==> config.mk <==
export PLATFORM = sky130hd
export DESIGN_NAME = dtmf_pair_classifier
export DESIGN_NICKNAME = d
export VERILOG_FILES = /design/src/rtl/dtmf_cls_pkg.sv /design/src/rtl/dtmf_cls_sync.sv /design/src/rtl/dtmf_cls_match.sv /design/src/rtl/dtmf_cls_meter.sv /design/src/rtl/dtmf_pair_classifier.sv
export SDC_FILE = /design/constraint.sdc
export NUM_CORES = 1
export LEC_CHECK = 0
export ABC_AREA = 1
export ABC_CLOCK_PERIOD_IN_PS = 5930
export BUFFER_PORTS_ARGS = -buffer_cell sky130_fd_sc_hd__clkbuf_2
export CORE_ASPECT_RATIO = 0.5
export CORE_UTILIZATION = 25
export CTS_BUF_LIST = sky130_fd_sc_hd__clkbuf_4 sky130_fd_sc_hd__clkbuf_8
export DETAILED_ROUTE_END_ITERATION = 8
export HOLD_SLACK_MARGIN = 0.08
export PLACE_DENSITY_LB_ADDON = 0.1
export SYNTH_ARGS = -nofsm -noshare
export SYNTH_HDL_FRONTEND = slang
export SYNTH_SLANG_ARGS = --single-unit
export TNS_END_PERCENT = 50
==> constraint.sdc <==
create_clock -name clk -period 5.93 [get_ports clk]
set_input_delay 0.593 -clock clk [delete_from_list [all_inputs] [get_ports clk]]
set_output_delay 0.593 -clock clk [all_outputs]
set_load 0.02 [all_outputs]
==> src/rtl/dtmf_cls_pkg.sv <==
package dtmf_cls_pkg;

    localparam int GROUPS = 2;
    localparam int TONES  = 4;

    // One group's current verdict: a recognised tone and its row/column index
    typedef struct packed {
        logic       ok;
        logic [1:0] idx;
    } tone_t;

    // Nominal frequency of tone k in group grp (0 = low rows, 1 = high columns)
    function automatic int tone_hz(input int grp, input int k);
        int f;
        if (grp == 0) begin
            case (k)
                0:       f = 697;
                1:       f = 770;
                2:       f = 852;
                default: f = 941;
            endcase
        end else begin
            case (k)
                0:       f = 1209;
                1:       f = 1336;
                2:       f = 1477;
                default: f = 1633;
            endcase
        end
        return f;
    endfunction

    // Rounded half period in reference cycles
    function automatic int half_cycles(input int clk_hz, input int f);
        return (clk_hz + f) / (2 * f);
    endfunction

    // Rounded sum of avg_n half periods
    function automatic int nominal_sum(input int clk_hz, input int f, input int avg_n);
        return (avg_n * clk_hz + f) / (2 * f);
    endfunction

    // Silence limit: 5/4 of the longest half period in the group
    function automatic int quiet_limit(input int clk_hz, input int grp);
        return (half_cycles(clk_hz, tone_hz(grp, 0)) * 5) / 4;
    endfunction

    // Row/column to 4-bit key code
    function automatic logic [3:0] key_code(input logic [1:0] row, input logic [1:0] col);
        logic [3:0] c;
        if (col == 2'd3) begin
            c = (row == 2'd3) ? 4'd0 : 4'd13 + 4'(row);
        end else if (row == 2'd3) begin
            case (col)
                2'd0:    c = 4'd11;
                2'd1:    c = 4'd10;
                default: c = 4'd12;
            endcase
        end else begin
            c = 4'(row) * 4'd3 + 4'(col) + 4'd1;
        end
        return c;
    endfunction

endpackage

==> src/rtl/dtmf_cls_sync.sv <==
module dtmf_cls_sync #(
    parameter int W = 2
) (
    input  logic         clk,
    input  logic         rst,
    input  logic [W-1:0] d_i,
    output logic [W-1:0] q_o
);

    logic [W-1:0] meta;

    always_ff @(posedge clk) begin
        if (rst) begin
            meta <= '0;
            q_o  <= '0;
        end else begin
            meta <= d_i;
            q_o  <= meta;
        end
    end

endmodule

==> src/rtl/dtmf_cls_match.sv <==
module dtmf_cls_match
    import dtmf_cls_pkg::*;
#(
    parameter int CLK_HZ     = 3579545,
    parameter int GROUP      = 0,
    parameter int AVG_N      = 4,
    parameter int TOL_PERMIL = 25,
    parameter int SUM_W      = 16
) (
    input  logic [SUM_W-1:0] sum_i,
    output tone_t            tone_o
);

    logic [TONES-1:0] hit;

    for (genvar k = 0; k < TONES; k++) begin : g_win
        localparam int NOM = nominal_sum(CLK_HZ, tone_hz(GROUP, k), AVG_N);
        localparam int TOL = (NOM * TOL_PERMIL) / 1000;
        localparam logic [SUM_W:0] LO_B = (SUM_W+1)'(NOM - TOL);
        localparam logic [SUM_W:0] HI_B = (SUM_W+1)'(NOM + TOL);
        assign hit[k] = ({1'b0, sum_i} >= LO_B) && ({1'b0, sum_i} <= HI_B);
    end

    // Windows are disjoint; the loop just encodes the single hit
    always_comb begin
        tone_o = '0;
        for (int k = 0; k < TONES; k++) begin
            if (hit[k]) begin
                tone_o.ok  = 1'b1;
                tone_o.idx = 2'(k);
            end
        end
    end

endmodule

==> src/rtl/dtmf_cls_meter.sv <==
module dtmf_cls_meter
    import dtmf_cls_pkg::*;
#(
    parameter int CLK_HZ     = 3579545,
    parameter int GROUP      = 0,
    parameter int AVG_N      = 4,
    parameter int TOL_PERMIL = 25
) (
    input  logic  clk,
    input  logic  rst,
    input  logic  sq_i,
    output logic  edge_o,
    output tone_t tone_o
);

    localparam int QUIET  = quiet_limit(CLK_HZ, GROUP);
    localparam int CNT_W  = $clog2(QUIET + 2);
    localparam int SUM_W  = CNT_W + $clog2(AVG_N);
    localparam int FILL_W = $clog2(AVG_N + 1);

    logic               sq_q;
    logic [CNT_W-1:0]   cnt;
    logic [CNT_W-1:0]   span;
    logic [CNT_W-1:0]   hist [AVG_N-1];
    logic [FILL_W-1:0]  fill;
    logic [SUM_W-1:0]   sum;
    tone_t              cand;

    assign edge_o = sq_i ^ sq_q;
    assign span   = cnt + CNT_W'(1);

    // Current span plus the AVG_N-1 previous spans
    always_comb begin
        sum = SUM_W'(span);
        for (int i = 0; i < AVG_N - 1; i++) begin
            sum = sum + SUM_W'(hist[i]);
        end
    end

    dtmf_cls_match #(
        .CLK_HZ    (CLK_HZ),
        .GROUP     (GROUP),
        .AVG_N     (AVG_N),
        .TOL_PERMIL(TOL_PERMIL),
        .SUM_W     (SUM_W)
    ) u_match (
        .sum_i (sum),
        .tone_o(cand)
    );

    always_ff @(posedge clk) begin
        if (rst) begin
            sq_q   <= 1'b0;
            cnt    <= '0;
            fill   <= '0;
            tone_o <= '0;
            for (int i = 0; i < AVG_N - 1; i++) hist[i] <= '0;
        end else begin
            sq_q <= sq_i;
            if (edge_o) begin
                cnt     <= '0;
                hist[0] <= span;
                for (int i = 1; i < AVG_N - 1; i++) hist[i] <= hist[i-1];
                tone_o  <= (fill >= FILL_W'(AVG_N)) ? cand : '0;
                if (fill < FILL_W'(AVG_N)) fill <= fill + FILL_W'(1);
            end else if (cnt >= CNT_W'(QUIET)) begin
                fill   <= '0;
                tone_o <= '0;
            end else begin
                cnt <= cnt + CNT_W'(1);
            end
        end
    end

endmodule

==> src/rtl/dtmf_pair_classifier.sv <==
module dtmf_pair_classifier
    import dtmf_cls_pkg::*;
#(
    parameter int CLK_HZ     = 3579545,
    parameter int AVG_N      = 4,
    parameter int TOL_PERMIL = 25
) (
    input  logic       clk,
    input  logic       rst,
    input  logic       low_sq_i,
    input  logic       high_sq_i,
    input  logic       inhibit_i,
    output logic       early_o,
    output logic [3:0] key_o
);

    logic [GROUPS-1:0] sq_sync;
    logic [GROUPS-1:0] grp_edge;
    tone_t             grp_tone [GROUPS];
    logic              high_ok;

    dtmf_cls_sync #(.W(GROUPS)) u_sync (
        .clk(clk),
        .rst(rst),
        .d_i({high_sq_i, low_sq_i}),
        .q_o(sq_sync)
    );

    for (genvar g = 0; g < GROUPS; g++) begin : g_grp
        dtmf_cls_meter #(
            .CLK_HZ    (CLK_HZ),
            .GROUP     (g),
            .AVG_N     (AVG_N),
            .TOL_PERMIL(TOL_PERMIL)
        ) u_meter (
            .clk   (clk),
            .rst   (rst),
            .sq_i  (sq_sync[g]),
            .edge_o(grp_edge[g]),
            .tone_o(grp_tone[g])
        );
    end

    assign high_ok = grp_tone[1].ok && !(inhibit_i && (grp_tone[1].idx == 2'd3));
    assign early_o = grp_tone[0].ok && high_ok;
    assign key_o   = early_o ? key_code(grp_tone[0].idx, grp_tone[1].idx) : 4'd0;

endmodule

==> run summary, run 1 <==
Syn Inst Count: 1182
RSZ-0062 raised after global routing: no
Cell family with most CP delay: simple AND/OR/NAND/NOR gates
Leak: 4.517 nW
Layout cells sized above 1: 0.05338
Placed cell count: 1624
Full die area: 35160 um2
Final hold vios: 0
Worst Path Arrival: 5.56 ns
Slew margin rel.: 0.6135
Most frequent cells in the layout: inv_1, nand2_1, nor2_1
Post-Route Utilization: 0.2810
Global route overflow: 0
Crit share post-route: 0.8877
Setup bufs post-CTS: 0
WL final: 19230 um
Post-route DRC: 0
Clock skew: 0.02040 ns
Post-Syn Area: 8592 um2
Final setup TNS: 0 ns
CTS tree: yes
Count of final max-slew check failures: 0
Vias per cell: 4.225
Mean Syn Cell Area: 7.269 um2
Commonest non-fill, non-tap cell in the layout: inv_1
Synth Warn #: 0
Cts bufs inserted: 9
Total track usage: 0.1175
CP bufs+invs: 4
Final Non-Filler Cells: 1640
Antenna violations before repair: 0
CTS clock-pin slew for the worst setup and hold paths: 0.10 ns
Fmax: 0.1900 GHz
Initial Util: 0.2568
Async S/R FF share, synth: 0
Io pins: 10
Mapped Nets: 1277
DP Worst Slack: 0.4405 ns
Multi-input logic area: 4676 um2
H-tree levels: 3
Number of distinct library cells after synthesis: 41
Root buffer cell: clkbuf_8
Number of fill cells: 3701
Max IR drop VDD: 0.1083 mV
Area Growth Syn to Fin: 9.451%
Max stage delay on crit path: 0.46 ns
Crit start category: register
Die width: 264.2 um
DP Wirelength: 15320 um
Register area share after synthesis: 0.3367
Clock Sinks: 110
ANT nets after route: 0
Pin count of the biggest net entering global routing: 45
Initial DRC count: 311
PwrDens: 241.3 nW/um2
Most frequent cell on the critical path: nand2_1
Drt first pass iters: 4
Status: completed
Core area: 33460 um2
Flop-to-flop setup slack: 0.67 ns
Max-Cap Viols: 0
FP Rows: 47
Final WS setup: 0.6662 ns
Worst skew pair latency: 0.43 ns
Data required, critical path: 6.22 ns
Post-layout min period: 5.264 ns
Post-synth EDFFs: 69
Critical path endpoint category: register
Slew @ Worst Pin: 0.5797 ns
DR WL/cell: 11.73 um
Setup violators final: 0
WS Path Type: reg -> reg
CP max-delay cell: fa_1
Via count: 6929
CTS max path bufs: 2
Routability congestion estimate: 0.7794
Hold Crit Class: in -> reg
PortBufs: 9
ANT cells: 0
First-pass GRT wire length: 33400 um
Post-synthesis register bit count: 110
CP Max Fanout: 6
Die height: 133.1 um
Most used flip-flop cell after synthesis: edfxtp_1
Vias in the first global route: 7014
Register area: 2893 um2
Nets@finish: 1289
## layout make-up
| class | count | area share |
|---|---|---|
| clock buffer | 11 | 0.01477 |
| inverter | 261 | 0.1042 |
| timing repair buffer | 15 | 0.009580 |
| multi-input combinational | 797 | 0.4972 |
| tap | 441 | 0.05867 |
| clock inverter | 5 | 0.007983 |
| sequential | 110 | 0.3076 |
## per-stage QoR
stage	hold WS (ns)	power, mW	instance area (um2)
2_1_floorplan	0.3883	1.577	8592
3_3_place_gp	0.3942	1.780	9176
3_5_place_dp	0.3973	1.777	9176
4_1_cts	0.3071	2.318	9390
5_1_grt	0.3226	2.481	9404
6_report	0.3564	2.269	9404
## cell usage after synthesis, drive strengths merged, types with 14 or more instances
master | count | area (um2)
inv | 260 | 975.9
nand2 | 258 | 1001
nor2 | 176 | 680.7
nand3 | 73 | 380.4
edfxtp | 69 | 2072
a21oi | 66 | 341.6
ha | 61 | 763.2
dfxtp | 41 | 820.8
o21ai | 33 | 165.2
fa | 29 | 580.6
xor2 | 25 | 219.0
nand4 | 14 | 87.58
## routing by layer
layer,part of all wire,global-route usage
met1,0.51,0.1534
met2,0.45,0.1947
met3,0.019,0.02495
met4,0.017,0.03585
met5,0,0
## registers in the layout, summed over array words and instances, names as in the netlist
name,cells
g_grp.u_meter.hist,69
g_grp.u_meter.cnt,23
g_grp.u_meter.fill,6
g_grp.u_meter.tone_o,6
g_grp.u_meter.sq_q,2
u_sync.meta,2
u_sync.q_o,2
## tightest hold or removal path, stage by stage
cell      delay (ns)
clkbuf_2        0.08
inv_1           0.04
nor2_1          0.03
## repair_timing
| item | in CTS | in global routing |
|---|---|---|
| setup endpoints to repair | 0 | 2 |
| resized for setup | 0 | 3 |
| hold buffers | 0 | 0 |
## worst paths after layout
| path | endpoint | startpoint | depth (start not counted) |
|---|---|---|---|
| min reg2reg | u_sync.q_o[0] | u_sync.meta[0] | 2 |
| max reg2reg | g_grp[1].u_meter.tone_o[0] | g_grp[1].u_meter.cnt[0] | 32 |
| min | u_sync.meta[0] | low_sq_i | 3 |
| max | g_grp[1].u_meter.tone_o[0] | g_grp[1].u_meter.cnt[0] | 32 |
## kinds of logic (layout without fill, tap and decap cells)
kind of cell,after synthesis,in the layout,synth area share
AO/OA/AOI/OAI,124,124,0.08097
XOR/XNOR,35,35,0.03568
adder cells (fa/ha/maj),90,90,0.1564
buffers and inverters,275,292,0.1210
flip-flops,110,110,0.3367
AND/OR/NAND/NOR,548,548,0.2693
## report_power, final
group	internal, mW	switching [mW]
Sequential	0.848	0.0158
Combinational	0.287	0.598
Clock	0.246	0.274
Note: power is estimated with default switching activity, not from simulation.
==> run 2, diff against run 1 <==
- ABC_CLOCK_PERIOD_IN_PS: 5930 -> 4850
- clock period: 5.93 -> 4.85 ns (I/O delays scaled with it)
==> run 2 against run 1 <==
  * Non-clock buffer count increased by 71
  * Global-route usage decreased by 0.15 points
  * Worst setup slack got worse by 0.39 ns
  * Power increased by 27%
  * Utilization increased by 3.4 points
  * Sequential share of layout area decreased by 3.2 points
  * Combinational power increased by 42%
  * Clock skew decreased by 0.0010 ns
  * Via count increased by 4.8%
  * Sequential cell count unchanged
  * Fmax increased by 15%
  * Critical path depth increased by 2
==> run summary, run 2 (synthesis gave the netlist of run 1 again) <==
Most frequent cells in the layout: inv_1, nand2_1, nor2_1 (unchanged)
CTS Hold Bufs: 0 (unchanged)
Commonest non-fill, non-tap cell in the layout: inv_1 (unchanged)
Vias per cell: 4.245 (was 4.225)
Reg2Reg Capture Point: g_grp[1].u_meter.tone_o[2] (was g_grp[1].u_meter.tone_o[0])
Worst reg2reg path startpoint: g_grp[1].u_meter.cnt[1] (was g_grp[1].u_meter.cnt[0])
Max reg flops: 69 (unchanged)
H-tree levels: 3 (unchanged)
FP Rows: 47 (unchanged)
Data required, critical path: 5.21 ns (was 6.22 ns)
Worst Path Arrival: 4.93 ns (was 5.56 ns)
Root buffer cell: clkbuf_8 (unchanged)
Biggest register: g_grp.u_meter.hist (unchanged)
RSZ-0062 raised after global routing: yes (was no)
Largest registers: g_grp.u_meter.hist (69), g_grp.u_meter.cnt (23) (unchanged)
Max-Cap Viols: 0 (unchanged)
WS Path Type: reg -> reg (unchanged)
Antenna violations before repair: 0 (unchanged)
Post-route DRC: 0 (unchanged)
Drt first pass iters: 4 (unchanged)
Total track usage: 0.1160 (was 0.1175)
Worst Min Path Start: low_sq_i (unchanged)
Nets@finish: 1360 (was 1289)
Final setup TNS: 0 ns (unchanged)
R2R cell count: 34 (was 32)
CTS max path bufs: 2 (unchanged)
PortBufs: 9 (unchanged)
Full die area: 35160 um2 (unchanged)
DP Wirelength: 15560 um (was 15320 um)
Core area: 33460 um2 (unchanged)
Via count: 7264 (was 6929)
Post-layout min period: 4.572 ns (was 5.264 ns)
Layout cells sized above 1: 0.1906 (was 0.05338)
Final Cell Area: 10550 um2 (was 9404 um2)
Fmax: 0.2187 GHz (was 0.1900 GHz)
Initial DRC count: 266 (was 311)
Global route overflow: 0 (unchanged)
Max IR drop VDD: 0.1215 mV (was 0.1083 mV)
ANT cells: 0 (unchanged)
Slew @ Worst Pin: 1.049 ns (was 0.5797 ns)
Setup violators final: 0 (unchanged)
Io pins: 10 (unchanged)
PwrDens: 273.3 nW/um2 (was 241.3 nW/um2)
Number of fill cells: 3578 (was 3701)
Die height: 133.1 um (unchanged)
Area Growth Syn to Fin: 22.73% (was 9.451%)
Most frequent cell on the critical path: nand2_1 (unchanged)
CP Max Fanout: 5 (was 6)
Status: completed (unchanged)
Worst skew pair latency: 0.42 ns (was 0.43 ns)
Hold path depth: 3 (unchanged)
Vias in the first global route: 7212 (was 7014)
Hold-critical path endpoint: u_sync.meta[0] (unchanged)
Max stage delay on crit path: 0.52 ns (was 0.46 ns)
Crit start category: register (unchanged)
Clock Sinks: 110 (unchanged)
Initial Util: 0.2568 (unchanged)
Crit share post-route: 0.9427 (was 0.8877)
Cts bufs inserted: 9 (unchanged)
CP max-delay cell: fa_1 (unchanged)
Post-Route Utilization: 0.3151 (was 0.2810)
DR WL/cell: 11.71 um (was 11.73 um)
CTS clock-pin slew for the worst setup and hold paths: 0.12 ns (was 0.10 ns)
WL final: 20040 um (was 19230 um)
Leak: 4.880 nW (was 4.517 nW)
Hold Crit Class: in -> reg (unchanged)
ANT nets after route: 0 (unchanged)
Routability congestion estimate: 0.8602 (was 0.7794)
CTS tree: yes (unchanged)
Slew margin rel.: 0.2979 (was 0.6135)
Die width: 264.2 um (unchanged)
Count of final max-slew check failures: 0 (unchanged)
First-pass GRT wire length: 33130 um (was 33400 um)
Flop-to-flop setup slack: 0.28 ns (was 0.67 ns)
Final hold vios: 0 (unchanged)
Post-DP Area: 9649 um2 (was 9176 um2)
Clock skew: 0.01940 ns (was 0.02040 ns)
Critical path endpoint category: register (unchanged)
Pin count of the biggest net entering global routing: 45 (unchanged)
## run 2: changes by cell type in the layout (fill, tap and decap cells not counted), moves of 10 or more
cell	before	now
a21oi_1	63	49
a21oi_2	3	15
buf_4	6	77
ha_1	61	42
ha_4	0	17
nand2_1	246	227
nand2_2	11	29
nor2_1	167	153
nor2_4	0	10
## run 2: stage by stage
stage                     hold slack (ns)  instances  power, mW  setup WS (ns)
after floorplan                    0.3883       1182      1.928         0.3846
after global placement             0.3913       1687      2.241       -0.07049
after detailed placement           0.3923       1687      2.241       -0.08161
after CTS                          0.1935       1703      2.838       0.002351
after global routing               0.2120       1711      3.137       -0.06982
final                              0.2370       1711      2.882         0.2779
## run 2: layer usage
layer | wire length, um | up-vias | global-route usage
met1 | 9627 | 3316 | 0.1444
met5 | 0 | - | 0
met2 | 9610 | 54 | 0.2044
met3 | 426 | 25 | 0.02052
met4 | 374 | 0 | 0.03585
li1 | - | 3869 | -
## run 2: worst max path at each step
stage | startpoint | endpoint | slack (ns) | depth (start not counted)
detailed placement | g_grp[1].u_meter.cnt[0] | g_grp[1].u_meter.tone_o[0] | -0.08 | 32
floorplan | g_grp[1].u_meter.cnt[0] | g_grp[1].u_meter.tone_o[0] | 0.38 | 34
CTS | g_grp[0].u_meter.cnt[0] | g_grp[0].u_meter.tone_o[0] | 0.002 | 30
global route | g_grp[1].u_meter.cnt[1] | g_grp[1].u_meter.tone_o[2] | -0.07 | 34
finish | g_grp[1].u_meter.cnt[1] | g_grp[1].u_meter.tone_o[2] | 0.28 | 34
global placement | g_grp[1].u_meter.cnt[0] | g_grp[1].u_meter.tone_o[0] | -0.07 | 32
## run 2: where the power goes
part / total (mW) / switching (mW) / leakage [nW] / internal, mW
combinational: 1.26 / 0.804 / 3.72 / 0.453
clock: 0.565 / 0.366 / 0.0975 / 0.200
sequential: 1.06 / 0.0213 / 1.06 / 1.04
## run 2: critical path, delay by kind of cell (launching register included)
kind,cells,cell delay (ns)
AND/OR/NAND/NOR,20,1.93
adder cells (fa/ha/maj),3,1.09
buffers and inverters,6,0.51
flip-flops,1,0.40
XOR/XNOR,2,0.33
AO/OA/AOI/OAI,3,0.27
## run 2: final cells by class
cell class,instances,area (um2),share of cell area
clock buffer,9,123.9,0.01175
clock inverter,7,61.31,0.005814
inverter,261,979.7,0.09290
multi-input combinational,797,5301,0.5027
sequential,110,2904,0.2754
tap,441,551.8,0.05233
timing repair buffer,86,623.1,0.05909
## run 2: timing repair
item	CTS	global route
hold endpoints to repair	0	0
setup buffers	0	8
gates resized for setup	8	131
pin swaps	1	59
setup endpoints to repair	3	6
